--- src/rtl/sc_rx_pkg.sv ---
package sc_rx_pkg;
  typedef enum logic [2:0] {
    ST_IDLE,
    ST_START,
    ST_DATA,
    ST_PAR,
    ST_GAP,
    ST_ERR,
    ST_TAIL
  } rx_state_t;
endpackage

--- src/rtl/sc_rx_sync.sv ---
module sc_rx_sync #(
  parameter int STAGES = 2
) (
  input  logic clk,
  input  logic rst_n,
  input  logic d_in,
  output logic d_out
);
  logic [STAGES-1:0] chain;

  generate
    for (genvar i = 0; i < STAGES; i++) begin : g_stage
      if (i == 0) begin : g_first
        always_ff @(posedge clk or negedge rst_n)
          if (!rst_n) chain[0] <= 1'b1;
          else        chain[0] <= d_in;
      end else begin : g_next
        always_ff @(posedge clk or negedge rst_n)
          if (!rst_n) chain[i] <= 1'b1;
          else        chain[i] <= chain[i-1];
      end
    end
  endgenerate

  assign d_out = chain[STAGES-1];
endmodule

--- src/rtl/sc_rx_frame.sv ---
module sc_rx_frame
  import sc_rx_pkg::*;
#(
  parameter int BIT_TICKS = 372,
  parameter int DW        = 8
) (
  input  logic          clk,
  input  logic          rst_n,
  input  logic          line_s,
  output logic          done,
  output logic          par_ok,
  output logic [DW-1:0] data,
  output logic          pull_low
);
  localparam int HALF = BIT_TICKS / 2;
  localparam int CW   = $clog2(BIT_TICKS + 1);
  localparam int BW   = $clog2(DW);
  localparam logic [CW-1:0] BIT_LAST  = CW'(BIT_TICKS - 1);
  localparam logic [CW-1:0] HALF_LAST = CW'(HALF - 1);
  localparam logic [BW-1:0] IDX_LAST  = BW'(DW - 1);

  rx_state_t     st;
  logic [CW-1:0] cnt;
  logic [BW-1:0] bidx;
  logic [DW-1:0] shreg;
  logic          bad;

  always_ff @(posedge clk or negedge rst_n) begin
    if (!rst_n) begin
      st    <= ST_IDLE;
      cnt   <= '0;
      bidx  <= '0;
      shreg <= '0;
      bad   <= 1'b0;
      done  <= 1'b0;
    end else begin
      done <= 1'b0;
      case (st)
        ST_IDLE: if (!line_s) begin
          st  <= ST_START;
          cnt <= '0;
        end
        ST_START: if (cnt == HALF_LAST) begin
          cnt  <= '0;
          bidx <= '0;
          st   <= line_s ? ST_IDLE : ST_DATA;
        end else cnt <= cnt + 1'b1;
        ST_DATA: if (cnt == BIT_LAST) begin
          cnt   <= '0;
          shreg <= {line_s, shreg[DW-1:1]};
          if (bidx == IDX_LAST) st <= ST_PAR;
          else                  bidx <= bidx + 1'b1;
        end else cnt <= cnt + 1'b1;
        ST_PAR: if (cnt == BIT_LAST) begin
          cnt  <= '0;
          bad  <= ^{line_s, shreg};
          done <= 1'b1;
          st   <= ST_GAP;
        end else cnt <= cnt + 1'b1;
        ST_GAP: if (cnt == HALF_LAST) begin
          cnt <= '0;
          st  <= ST_ERR;
        end else cnt <= cnt + 1'b1;
        ST_ERR: if (cnt == BIT_LAST) begin
          cnt <= '0;
          st  <= ST_TAIL;
        end else cnt <= cnt + 1'b1;
        ST_TAIL: if (cnt == HALF_LAST) begin
          cnt <= '0;
          st  <= ST_IDLE;
        end else cnt <= cnt + 1'b1;
        default: st <= ST_IDLE;
      endcase
    end
  end

  assign par_ok   = !bad;
  assign data     = shreg;
  assign pull_low = (st == ST_ERR) && bad;
endmodule

--- src/rtl/sc_rx_status.sv ---
module sc_rx_status #(
  parameter int DW = 8
) (
  input  logic          clk,
  input  logic          rst_n,
  input  logic          done,
  input  logic          par_ok,
  input  logic [DW-1:0] data_in,
  input  logic          clr_ready,
  input  logic          clr_parity_err,
  input  logic          clr_overrun,
  input  logic          dma_ack,
  input  logic          irq_en,
  output logic [DW-1:0] rx_byte,
  output logic          ready_flag,
  output logic          parity_err_flag,
  output logic          overrun_flag,
  output logic          rx_irq,
  output logic          err_irq,
  output logic          dma_req
);
  logic take;
  logic slot_free;

  assign take      = dma_req && dma_ack;
  assign slot_free = !ready_flag || take;

  always_ff @(posedge clk or negedge rst_n) begin
    if (!rst_n) begin
      rx_byte         <= '0;
      ready_flag      <= 1'b0;
      parity_err_flag <= 1'b0;
      overrun_flag    <= 1'b0;
    end else begin
      if (clr_ready || take) ready_flag <= 1'b0;
      if (clr_parity_err)    parity_err_flag <= 1'b0;
      if (clr_overrun)       overrun_flag <= 1'b0;
      if (done) begin
        if (!slot_free) overrun_flag <= 1'b1;
        else begin
          rx_byte <= data_in;
          if (par_ok) ready_flag <= 1'b1;
        end
        if (!par_ok) parity_err_flag <= 1'b1;
      end
    end
  end

  assign dma_req = ready_flag && !parity_err_flag && !overrun_flag;
  assign rx_irq  = irq_en && ready_flag;
  assign err_irq = irq_en && (parity_err_flag || overrun_flag);
endmodule

--- src/rtl/sc_char_rx.sv ---
module sc_char_rx #(
  parameter int BIT_TICKS   = 372,
  parameter int SYNC_STAGES = 2
) (
  input  logic       clk,
  input  logic       rst_n,
  input  logic       sc_io_in,
  output logic       sc_io_pull_low,
  input  logic       irq_en,
  input  logic       clr_ready,
  input  logic       clr_parity_err,
  input  logic       clr_overrun,
  output logic [7:0] rx_byte,
  output logic       ready_flag,
  output logic       parity_err_flag,
  output logic       overrun_flag,
  output logic       rx_irq,
  output logic       err_irq,
  output logic       dma_req,
  input  logic       dma_ack
);
  localparam int DW = 8;

  logic          line_s;
  logic          frame_done;
  logic          frame_par_ok;
  logic [DW-1:0] frame_data;

  sc_rx_sync #(.STAGES(SYNC_STAGES)) u_sync (
    .clk   (clk),
    .rst_n (rst_n),
    .d_in  (sc_io_in),
    .d_out (line_s)
  );

  sc_rx_frame #(.BIT_TICKS(BIT_TICKS), .DW(DW)) u_frame (
    .clk      (clk),
    .rst_n    (rst_n),
    .line_s   (line_s),
    .done     (frame_done),
    .par_ok   (frame_par_ok),
    .data     (frame_data),
    .pull_low (sc_io_pull_low)
  );

  sc_rx_status #(.DW(DW)) u_status (
    .clk             (clk),
    .rst_n           (rst_n),
    .done            (frame_done),
    .par_ok          (frame_par_ok),
    .data_in         (frame_data),
    .clr_ready       (clr_ready),
    .clr_parity_err  (clr_parity_err),
    .clr_overrun     (clr_overrun),
    .dma_ack         (dma_ack),
    .irq_en          (irq_en),
    .rx_byte         (rx_byte),
    .ready_flag      (ready_flag),
    .parity_err_flag (parity_err_flag),
    .overrun_flag    (overrun_flag),
    .rx_irq          (rx_irq),
    .err_irq         (err_irq),
    .dma_req         (dma_req)
  );
endmodule

--- config.mk ---
export PLATFORM = sky130hd
export DESIGN_NAME = sc_char_rx
export DESIGN_NICKNAME = d
export VERILOG_FILES = /design/src/rtl/sc_rx_pkg.sv /design/src/rtl/sc_rx_sync.sv /design/src/rtl/sc_rx_frame.sv /design/src/rtl/sc_rx_status.sv /design/src/rtl/sc_char_rx.sv
export SDC_FILE = /design/constraint.sdc
export NUM_CORES = 1
export LEC_CHECK = 0
export BUFFER_PORTS_ARGS = -buffer_cell sky130_fd_sc_hd__buf_4
export CAP_MARGIN = 5
export CORE_MARGIN = 1.5
export CORE_UTILIZATION = 40
export CTS_CLUSTER_SIZE = 12
export DETAILED_ROUTE_END_ITERATION = 10
export GPL_TIMING_DRIVEN = 0
export REMOVE_ABC_BUFFERS = 1
export SYNTH_ARGS = -nofsm -noshare
export SYNTH_HDL_FRONTEND = slang
export SYNTH_HIERARCHICAL = 1
export SYNTH_SLANG_ARGS = --single-unit
--- constraint.sdc ---
create_clock -name clk -period 1.6 [get_ports clk]
set_input_delay 0.24 -clock clk [delete_from_list [all_inputs] [get_ports clk]]
set_output_delay 0.24 -clock clk [all_outputs]
set_load 0.005 [all_outputs]
Yosys cells after proc, flatten, opt, wreduce, memory -nomap -nowiden

Index checks and enable logic that the tools add are counted.

Word-level logic and storage cells: 85
Bits in registers: 38
Output and inout port bits: 15
Input port bits: 8

Multiplexer cells: 29
Reduce and logical (&&, ||, !) cells: 24
Equality and inequality tests: 18
Add/sub/neg operators: 2

Operator list:

| cell                  | count |
|---|---|
| $mux W3               | 10 |
| $mux W9               | 3 |
| $pmux W9 S3           | 1 |
| $pmux W3 S7           | 1 |
| $ne A2 B1 Y1 const B  | 7 |
| $eq A3 B3 Y1 const B  | 4 |
| $mux W1               | 12 |
| $add A9 B1 Y9 const B | 1 |
| $eq A9 B8 Y1 const B  | 1 |
| $eq A9 B9 Y1 const B  | 1 |
| $reduce_xor A9 Y1     | 1 |
| $reduce_and A2 Y1     | 4 |
| $reduce_and A8 Y1     | 1 |
| $eq A3 B2 Y1 const B  | 2 |
| $logic_and A1 B1 Y1   | 6 |
| $pmux W3 S2           | 1 |
| $reduce_or A3 Y1      | 2 |
| $ne A2 B2 Y1 const B  | 2 |
| $reduce_and A4 Y1     | 1 |
| $add A3 B1 Y3 const B | 1 |
| $eq A3 B1 Y1 const B  | 1 |
| $logic_not A1 Y1      | 3 |
| $logic_not A3 Y1      | 1 |
| $logic_or A1 B1 Y1    | 3 |
| 3 further kinds       | 3 |

Logic depth before layout (Yosys ltp)

Gate-level depths: netlist of the first run.

Word-level depth: 9
Depth in mapped cells: 9
Mapped depth without buffers: 8

Cells and area by module

Netlist of the first run, hierarchy kept.

By module, submodules not included:

| module       | times used | area an instance (µm²) | cells each | seq. area each (µm²) |
|---|---|---|---|---|
| sc_rx_frame  | 1          | 1378.8                 | 142        | 625.6 |
| sc_rx_status | 1          | 496.7                  | 33         | 275.3 |
| sc_rx_sync   | 1          | 52.6                   | 2          | 52.6 |

Least setup slack after synthesis of the first run

OpenSTA, ideal clock, no wires.

Path kind: flip-flop to flip-flop
Start point: register u_frame.cnt[0]
End point: register u_frame.shreg[0] (netlist: u_frame/data[0])
Arrival time: 1.558 ns
Library setup time: 0.125 ns
Buffers on the path: 1
Cell stages (with the launch flop): 7
Path slack: -0.083 ns
Data required time: 1.475 ns
Period minus slack after synthesis: 1.683 ns
Path through: dfrtp_1 > ha_1 > nand2_1 > nor4_2 > and4_1 > buf_4 > mux2_2

Cells in the longest elaborated chain, start to end: 2

Ends and longest elaborated chain:

| what                        | line              | text |
|---|---|---|
| start, declared             | sc_rx_frame.sv:23 | `logic [CW-1:0] cnt;` |
| start signal, assigned      | sc_rx_frame.sv:47 | `end else cnt <= cnt + 1'b1;` |
| start signal, assigned      | sc_rx_frame.sv:53 | `end else cnt <= cnt + 1'b1;` |
| start signal, assigned      | sc_rx_frame.sv:59 | `end else cnt <= cnt + 1'b1;` |
| $eq A9 B9 Y1                | sc_rx_frame.sv:48 | `ST_DATA: if (cnt == BIT_LAST) begin` |
| $reduce_and A2 Y1 (no line) | -                 |  |
| end signal, assigned        | sc_rx_frame.sv:50 | `shreg <= {line_s, shreg[DW-1:1]};` |
| end, declared               | sc_rx_frame.sv:25 | `logic [DW-1:0] shreg;` |

Every way passes these cells.
A chain may end at the register's enable or synchronous reset.

Final worst setup path of the first run

Start point: register u_frame.cnt[0]
End point: register u_frame.shreg[3] (netlist: u_frame/data[3])

Same word-level chain as after synthesis.

==> flow_metrics.py, run 1 <==
metrics = {
    "grt": {
        "grt.met1_usage": 0.215,
        "grt_pass1_wl_um": 6790,
        "grt_max_degree": 39,
        "grt_pass1_vias": 1420,
        "top_usage_layer": "met2",
        "grt_antenna_before_repair": 0,
        "grt.overflow.total": 0,
        "grtUsageMet2": 0.272,
        "grt_usage": 0.166,
        "grt_use_met3": 0.0486,
    },
    "floorplanning": {
        "core_um2": 4690,
        "rows": 25,
        "dieHeight_um": 72.4,
        "start_util": 0.411,
        "fp.dieW_um": 72.4,
        "dieArea_um2": 5250,
        "pin_count": 23,
    },
    "clock_network": {
        "clkSinkCount": 38,
        "clockBufferDepth": 2,
        "htreeDepth": 2,
        "path_clk_slew_ns": 0.08,
        "cts_inserted_buffers": 5,
        "cts-root-buf": "clkbuf_8",
        "clkLatencyLatePin_ns": 0.29,
        "cts_tree": "built",
    },
    "timing": {
        "timing.fmax_ghz": 0.569,
        "slew_headroom": 0.679,
        "tightestPinTransition_ns": 0.482,
        "skew_ns": 0.00392,
        "hold_violations": 0,
        "setup_viol": 23,
        "fin_ws_ns": -0.157,
        "grt_setup_unrepaired": "yes",
        "drv_slew": 0,
        "fin_crit_sh": 1.10,
        "setup_tns_ns": -2.23,
        "post-route-min-period_ns": 1.76,
    },
    "outcome": {
        "outcome": "finished with violations",
        "failed_checks": "negative setup slack",
    },
    "setup_path": {
        "critPathKind": "reg2reg",
        "cp.required_ns": 1.78,
        "rr_worst_depth": 6,
        "path_cells": "ha_2 > nand2_2 > nor4_4 > buf_4 > and4_4 > mux2_4",
        "critPathMaxStageDelay_ns": 0.40,
        "path_max_fanout": 5,
        "worst_setup_path_start_kind": "flop",
        "slowest_stage": "dfrtp_1",
        "end_kind": "flop",
        "arrival_ns": 1.94,
    },
    "route": {
        "drc": 0,
        "dr.pass1.iters": 5,
        "wl_um": 4200,
        "ant_nets": 0,
        "viasPerCell": 5.50,
        "drt_iter0_drc": 59,
        "wl_per_cell_um": 15.4,
        "vias": 1502,
    },
    "job": {
        "maxCapViolCount": 0,
    },
    "power": {
        "p_per_area_nw_per_um2": 682,
        "finalPower_mw": 1.71,
        "ir_drop_mv": 0.350,
        "p_leak_nw": 1.18,
    },
    "logic_synthesis": {
        "synthTopCellsByCount": "dfrtp_1 (36), nand2_1 (18), inv_1 (14), nand3_1 (14)",
        "ys_top_cells_by_area": "dfrtp_1 (47%), mux2_4 (6.2%), mux2_2 (4.7%), nand3_1 (3.6%), nand2_1 (3.5%)",
        "yosysTopAreaCellShare": 0.467,
        "syn-cell-area_um2": 1930,
        "synthArstFlopShare": 1.00,
        "postSynthCellCount": 177,
        "syn_avg_cell_area_um2": 10.9,
        "synth_ff_type": "dfrtp_1",
        "synth_edf_count": 0,
        "post_synth_num_cell_types": 43,
        "ys_seq_elements": 38,
        "yosysTopAreaCell": "dfrtp_1",
        "synth_warnings": 6,
        "synth_seq_area_share": 0.494,
        "yosysMostFrequentCell": "dfrtp_1",
    },
    "final_layout": {
        "num_antenna_cells": 0,
        "multi_input_area_um2": 1040,
        "design_area_um2": 2510,
        "register_area_um2": 956,
        "n_fill_cell": 408,
        "nets": 230,
        "syn_to_final_growth_pct": 30.0,
        "drive_above_1_share": 0.429,
    },
    "min_path": {
        "hold_path_class": "in2reg",
        "hold_depth": 1,
    },
    "placed_design": {
        "portBuffers": 22,
        "dp_hpwl_um": 2370,
        "place_area_um2": 2120,
        "gp_congestion": 0.820,
    },
}
==> placed cells by master, fill, tap and decap left out, types with 4 or more instances in the layout <==
cell type  count
nand3_1       11
xnor2_1        6
o21ai_1        5
nor3_1         6
dfrtp_1       34
buf_4         33
clkbuf_8       6
nor2_1         4
nand2_1       17
mux2_4        16
o21ai_2        4
inv_1         14
==> layout make-up <==
type | count | share of cell area
clock buffer | 6 | 0.0329
sequential | 38 | 0.381
inverter | 14 | 0.0210
timing repair buffer | 37 | 0.116
tap | 54 | 0.0269
clock inverter | 2 | 0.00499
multi-input combinational | 122 | 0.417
==> metrics by stage <==
stage | util | worst slack, ns | hold slack, ns | instances
finish | 0.534 | -0.157 | 0.0505 | 273
global route | 0.534 | -0.258 | 0.0348 | 273
CTS | 0.515 | -0.117 | 0.0462 | 270
detailed placement | 0.451 | -0.462 | 0.238 | 248
global placement | 0.451 | -0.404 | 0.229 | 248
floorplan | - | -0.170 | -0.0556 | 172
==> registers in the layout (all words and copies together) (netlist names), 3 cells and up <==
signal,cells
u_frame/cnt,9
u_frame/st,3
u_frame/data,8
u_status/rx_byte,8
u_frame/bidx,3
==> worst paths after layout <==
path,endpoint,startpoint,slack (ns)
min in group asynchronous,u_status/ready_flag,rst_n,0.44
hold reg to reg,u_sync/d_out,u_sync/chain[0],0.36
setup / recovery,u_frame/data[3],u_frame/cnt[0],-0.16
hold / removal,u_sync/chain[0],sc_io_in,0.05
max in group asynchronous,u_frame/st[1],rst_n,0.79
setup reg to reg,u_frame/data[3],u_frame/cnt[0],-0.16
==> metal layers <==
layer / vias up / share of wire / wire, um
li1: 704 / - / -
met1: 751 / 0.45 / 1890
met2: 44 / 0.49 / 2070
met3: 3 / 0.048 / 200
met4: 0 / 0.0083 / 35
met5: - / 0 / 0
==> critical path, delay by kind of cell (launching register included) <==
kind	cells	cell delay [ns]
fa+ha+maj	1	0.21
mux	1	0.31
simple gates	3	0.55
buf+inv	1	0.18
flops	1	0.40
==> logic make-up after synthesis <==
family | Yosys count | share of synthesized area
compound gates | 32 | 0.112
fa+ha+maj | 4 | 0.0260
xor+xnor | 8 | 0.0363
flops | 38 | 0.494
mux | 18 | 0.119
simple gates | 58 | 0.162
buf+inv | 19 | 0.0493
==> where the power goes <==
group | internal [mW] | total, mW | switching (mW)
registers | 0.964 | 0.966 | 0.00206
clock network | 0.346 | 0.702 | 0.355
logic | 0.0173 | 0.0421 | 0.0247
==> timing repair <==
| item | in CTS | in global routing |
|---|---|---|
| endpoints found under the hold margin | 36 | 0 |
| gates resized for setup | 28 | 18 |
| hold buffers | 1 | 0 |
| gates cloned | 2 | 0 |
| setup endpoints to repair | 24 | 24 |
| buffers inserted | 11 | 3 |
| pin swaps | 8 | 9 |
No activity file was read; power rests on OpenSTA's default activity.
==> inputs of run 2 (changes only) <==
--- a/config.mk
+++ b/config.mk
@@ -12,6 +12,7 @@
 export CTS_CLUSTER_SIZE = 12
 export DETAILED_ROUTE_END_ITERATION = 10
 export GPL_TIMING_DRIVEN = 0
+export PLACE_DENSITY_LB_ADDON = 0.1
 export REMOVE_ABC_BUFFERS = 1
 export SYNTH_ARGS = -nofsm -noshare
 export SYNTH_HDL_FRONTEND = slang
==> run 2 against run 1 <==
Compared with the run above:
- the run still ends with negative setup slack left
- cell count grew 0.37%
- worst hold slack better by 0.0018 ns
- sequential share of layout area fell by 1.1 points
- utilization up 1.9 points
- sequential cell count unchanged
==> flow_metrics.py, run 2 (synthesized netlist as in run 1, its figures left out) <==
metrics = {
    "timing": {
        "setup_tns_ns": -2.07,
        "whs_ns": 0.0524,
        "slew_headroom": 0.682,
        "fin_ws_ns": -0.148,
        "setup_viol": 23,
        "drv_slew": 0,
        "skew_ns": 0.00700,
        "hold_violations": 0,
        "tightestPinTransition_ns": 0.478,
        "grt_setup_unrepaired": "yes",
        "fin_crit_sh": 1.09,
        "post-route-min-period_ns": 1.75,
        "timing.fmax_ghz": 0.572,
    },
    "min_path": {
        "hp-start": "sc_io_in",
        "hold_path_class": "in2reg",
        "hold_end": "u_sync/chain[0]",
        "hold_depth": 1,
    },
    "placed_design": {
        "gp_congestion": 0.867,
        "dp_hpwl_um": 2460,
        "portBuffers": 22,
        "post-place-ws_ns": -0.484,
        "place_area_um2": 2120,
    },
    "setup_path": {
        "arrival_ns": 1.95,
        "cp.required_ns": 1.81,
        "critPathKind": "reg2reg",
        "rr_worst_depth": 6,
        "path_max_fanout": 9,
        "worst_setup_path_start_kind": "flop",
        "worstReg2RegEnd": "u_frame/cnt[8]",
        "reg2reg_from": "u_frame/st[2]",
        "r2r_slack_ns": -0.15,
        "end_kind": "flop",
    },
    "job": {
        "maxCapViolCount": 0,
    },
    "grt": {
        "grt.overflow.total": 0,
        "grt_pass1_wl_um": 6400,
        "grt_antenna_before_repair": 0,
        "grt_max_degree": 39,
        "grt_usage": 0.158,
        "grt_pass1_vias": 1443,
    },
    "route": {
        "ant_nets": 0,
        "viasPerCell": 5.24,
        "drc": 0,
        "wl_um": 4090,
        "wl_per_cell_um": 14.9,
        "vias": 1437,
        "dr.pass1.iters": 4,
        "drt_iter0_drc": 48,
    },
    "final_layout": {
        "largest-register": "u_frame/cnt",
        "layout_commonest_cell": "buf_4",
        "largest_register_ffs": 9,
        "layout_common_cells": "buf_4 (35), dfrtp_1 (29), nand2_1 (17), inv_1 (13), mux2_4 (12)",
        "nets": 231,
        "syn_to_final_growth_pct": 34.7,
        "design_area_um2": 2600,
        "num_antenna_cells": 0,
        "drive_above_1_share": 0.500,
    },
    "power": {
        "p_per_area_nw_per_um2": 653,
        "p_leak_nw": 1.21,
        "ir_drop_mv": 0.281,
    },
    "floorplanning": {
        "pin_count": 23,
        "rows": 25,
        "fp.dieW_um": 72.4,
        "dieHeight_um": 72.4,
        "dieArea_um2": 5250,
        "core_um2": 4690,
        "start_util": 0.411,
    },
    "clock_network": {
        "clkLatencyLatePin_ns": 0.29,
        "clockBufferDepth": 2,
        "path_clk_slew_ns": 0.07,
        "htreeDepth": 2,
        "cts_inserted_buffers": 5,
        "clkSinkCount": 38,
        "cts_tree": "built",
        "cts-root-buf": "clkbuf_8",
    },
    "outcome": {
        "outcome": "finished with violations",
        "failed_checks": "negative setup slack",
    },
}
==> run 2: cell count changes in the layout (fill, tap and decap cells not counted), sizes merged <==
| cell | before | now |
|---|---|---|
| buf | 36 | 37 |
==> run 2: power by group <==
part	total, mW	internal (mW)	switching [mW]
Clock	0.687	0.346	0.341
Sequential	0.966	0.964	0.00214
Combinational	0.0416	0.0173	0.0243
Total	1.69	1.33	0.367
==> run 2: layer usage <==
metal	vias to the layer above	global-route usage	routed length, um
met5	-	0	0
met4	0	0.0545	70
met2	23	0.276	2090
met3	8	0.0444	105
li1	707	-	-
met1	699	0.187	1830
==> run 2: worst max-delay path by stage <==
stage	start	to	slack [ns]
after global placement	u_frame/cnt[0]	u_frame/data[3]	-0.47
after detailed placement	u_frame/cnt[0]	u_frame/data[1]	-0.48
after global routing	u_frame/cnt[0]	u_frame/data[4]	-0.20
after CTS	u_frame/cnt[0]	u_frame/data[1]	-0.14
final	u_frame/st[2]	u_frame/cnt[8]	-0.15
after floorplan	u_frame/cnt[0]	u_frame/data[0]	-0.17
==> run 2: per-stage QoR <==
step	cells	util	power, mW
floorplan	172	-	0.992
global placement	248	0.451	1.03
detailed placement	248	0.451	1.03
CTS	268	0.516	1.73
global route	274	0.553	1.77
finish	274	0.553	1.69
==> run 2: cell type report <==
class | instances | area, um2
Timing Repair Buffer | 38 | 295
Inverter | 14 | 52.6
Tap cell | 54 | 67.6
Multi-Input combinational cell | 122 | 1120
Sequential cell | 38 | 962
Fill cell | 416 | 2100
Clock inverter | 2 | 12.5
Clock buffer | 6 | 82.6
==> run 2: what timing repair did <==
action                                 4_1_cts  5_1_grt
resized for setup                           31       30
pin swaps                                   12       10
endpoints found under the hold margin       36        0
setup endpoints to repair                   24       24
hold buffers                                 1        0
cloned                                       1        1
setup buffers                               10        5
==> run 2: worst max-delay path, cell delays in order, from the launching register on <==
cell and delay (ns):
dfrtp_2 0.50, nor3b_4 0.27, a211oi_2 0.09, a22o_4 0.28, a21o_4 0.24, buf_6 0.13, o31ai_4 0.15
==> inputs of run 3 (changes only) <==
--- a/config.mk
+++ b/config.mk
@@ -7,6 +7,8 @@
 export LEC_CHECK = 0
 export BUFFER_PORTS_ARGS = -buffer_cell sky130_fd_sc_hd__buf_4
 export CAP_MARGIN = 5
+export CELL_PAD_IN_SITES_DETAIL_PLACEMENT = 0
+export CELL_PAD_IN_SITES_GLOBAL_PLACEMENT = 1
 export CORE_MARGIN = 1.5
 export CORE_UTILIZATION = 40
 export CTS_CLUSTER_SIZE = 12
==> run 3 against run 2 <==
Compared with the run above:
- the run still ends with negative setup slack left
- worst hold slack improved by 0.0017 ns
- register-to-register slack barely moved
- combinational power rose by 2%
- clock-buffer cell count did not move
- routed wire length rose by 6.2%
- final area rose by 1.7%
- largest power group is now clock
- critical path type unchanged
- die area did not move
==> flow_metrics.py, run 3 (synthesized netlist as in run 1, its figures left out) <==
metrics = {
    "outcome": {
        "outcome": "finished with violations",
        "failed_checks": "negative setup slack",
    },
    "timing": {
        "timing.fmax_ghz": 0.568,
        "drv_slew": 0,
        "tightestPinTransition_ns": 0.488,
        "grt_setup_unrepaired": "yes",
        "setup_viol": 23,
        "post-route-min-period_ns": 1.76,
        "fin_crit_sh": 1.10,
        "slew_headroom": 0.675,
        "fin_ws_ns": -0.161,
        "skew_ns": 0.00496,
        "hold_violations": 0,
    },
    "route": {
        "viasPerCell": 5.43,
        "drc": 0,
        "drt_iter0_drc": 66,
        "ant_nets": 0,
        "vias": 1489,
        "dr.pass1.iters": 4,
        "wl_per_cell_um": 15.9,
        "wl_um": 4340,
    },
    "grt": {
        "top_usage_layer": "met2",
        "grt_antenna_before_repair": 0,
        "grtUsageMet2": 0.313,
        "grt_pass1_wl_um": 6890,
        "grt_max_degree": 39,
        "grt.met1_usage": 0.199,
        "grt_use_met3": 0.0375,
        "grt_usage": 0.171,
        "grt_pass1_vias": 1491,
        "grt.overflow.total": 0,
    },
    "clock_network": {
        "cts_tree": "built",
        "path_clk_slew_ns": 0.07,
        "clkLatencyLatePin_ns": 0.29,
        "htreeDepth": 2,
        "clkSinkCount": 38,
        "cts-root-buf": "clkbuf_8",
        "cts_inserted_buffers": 5,
        "clockBufferDepth": 2,
    },
    "final_layout": {
        "syn_to_final_growth_pct": 37.0,
        "nets": 231,
        "drive_above_1_share": 0.495,
        "layout_commonest_cell": "buf_4",
        "largest_register_ffs": 9,
        "layout_common_cells": "buf_4 (35), dfrtp_1 (29), nand2_1 (17), inv_1 (13), mux2_4 (12)",
        "num_antenna_cells": 0,
        "stdcell_count": 274,
        "largest-register": "u_frame/cnt",
        "n_fill_cell": 387,
    },
    "min_path": {
        "hold_path_class": "in2reg",
    },
    "floorplanning": {
        "pin_count": 23,
        "fp.dieW_um": 72.4,
        "dieHeight_um": 72.4,
        "start_util": 0.411,
        "core_um2": 4690,
        "dieArea_um2": 5250,
        "rows": 25,
    },
    "setup_path": {
        "arrival_ns": 1.97,
        "critPathMaxStageDelay_ns": 0.46,
        "critPathKind": "reg2reg",
        "path_max_fanout": 4,
        "path_cells": "ha_4 > nand2_4 > nor4_4 > buf_4 > a22o_4 > a21o_4 > buf_6 > o31ai_4",
        "end_kind": "flop",
        "cp.required_ns": 1.81,
        "slowest_stage": "dfrtp_2",
        "worst_setup_path_start_kind": "flop",
    },
    "power": {
        "ir_drop_mv": 0.410,
        "p_per_area_nw_per_um2": 764,
        "p_leak_nw": 1.23,
        "finalPower_mw": 2.02,
    },
    "job": {
        "maxCapViolCount": 0,
    },
    "placed_design": {
        "gp_congestion": 0.779,
        "dp_hpwl_um": 2540,
        "post-place-ws_ns": -0.475,
        "portBuffers": 22,
        "place_inst": 248,
    },
}
-- run 3: stage by stage --
| stage | area [um2] | hold WS (ns) | setup TNS, ns | util |
|---|---|---|---|---|
| 3_5_place_dp | 2120 | 0.239 | -8.43 | 0.451 |
| 3_3_place_gp | 2120 | 0.228 | -7.77 | 0.451 |
| 6_report | 2640 | 0.0540 | -1.97 | 0.563 |
| 5_1_grt | 2640 | 0.0408 | -2.85 | 0.563 |
| 4_1_cts | 2520 | 0.0477 | -1.43 | 0.538 |
| 2_1_floorplan | 1890 | -0.0556 | -1.93 | - |
-- run 3: final cells by class --
| type | instances | area, um2 | area share |
|---|---|---|---|
| Multi-Input combinational cell | 122 | 1120 | 0.424 |
| Clock inverter | 2 | 60.1 | 0.0227 |
| Tap cell | 54 | 67.6 | 0.0256 |
| Clock buffer | 6 | 82.6 | 0.0313 |
| Timing Repair Buffer | 38 | 295 | 0.112 |
| Sequential cell | 38 | 962 | 0.364 |
| Inverter | 14 | 52.6 | 0.0199 |
-- run 3: critical path: cells and delay by family (launching register included) --
kind	cells	cell delay (ns)
compound gates	3	0.65
fa+ha+maj	1	0.19
buf+inv	2	0.29
flops	1	0.46
simple gates	2	0.09
-- run 3: final timing paths --
kind                                  from                   to  slack, ns  cells after the start
setup / recovery            u_frame/cnt[0]       u_frame/cnt[8]      -0.16                      8
hold / removal                    sc_io_in      u_sync/chain[0]       0.05                      1
setup reg to reg            u_frame/cnt[0]       u_frame/cnt[8]      -0.16                      8
hold reg to reg            u_sync/chain[0]         u_sync/d_out       0.36                      0
max in group asynchronous            rst_n       u_frame/cnt[0]       0.78                      2
min in group asynchronous            rst_n  u_status/rx_byte[1]       0.45                      2
-- run 3: layer usage --
metal	vias up	share of wire
li1	705	-
met1	757	0.44
met2	21	0.52
met3	6	0.025
met4	0	0.011
met5	-	0
-- run 3: timing repair --
item	4_1_cts	5_1_grt
endpoints found under the setup margin	24	25
gates resized for setup	39	22
hold buffers	1	0
setup buffers	12	4
endpoints found under the hold margin	36	0
gates cloned	1	1
pin swaps	8	11
-- run 3: power by group --
group	leakage, nW	switching (mW)	internal [mW]	total (mW)
Combinational	0.657	0.0249	0.0173	0.0423
Clock	0.0714	0.345	0.665	1.01
Sequential	0.499	0.00246	0.964	0.967
Total	1.23	0.372	1.65	2.02
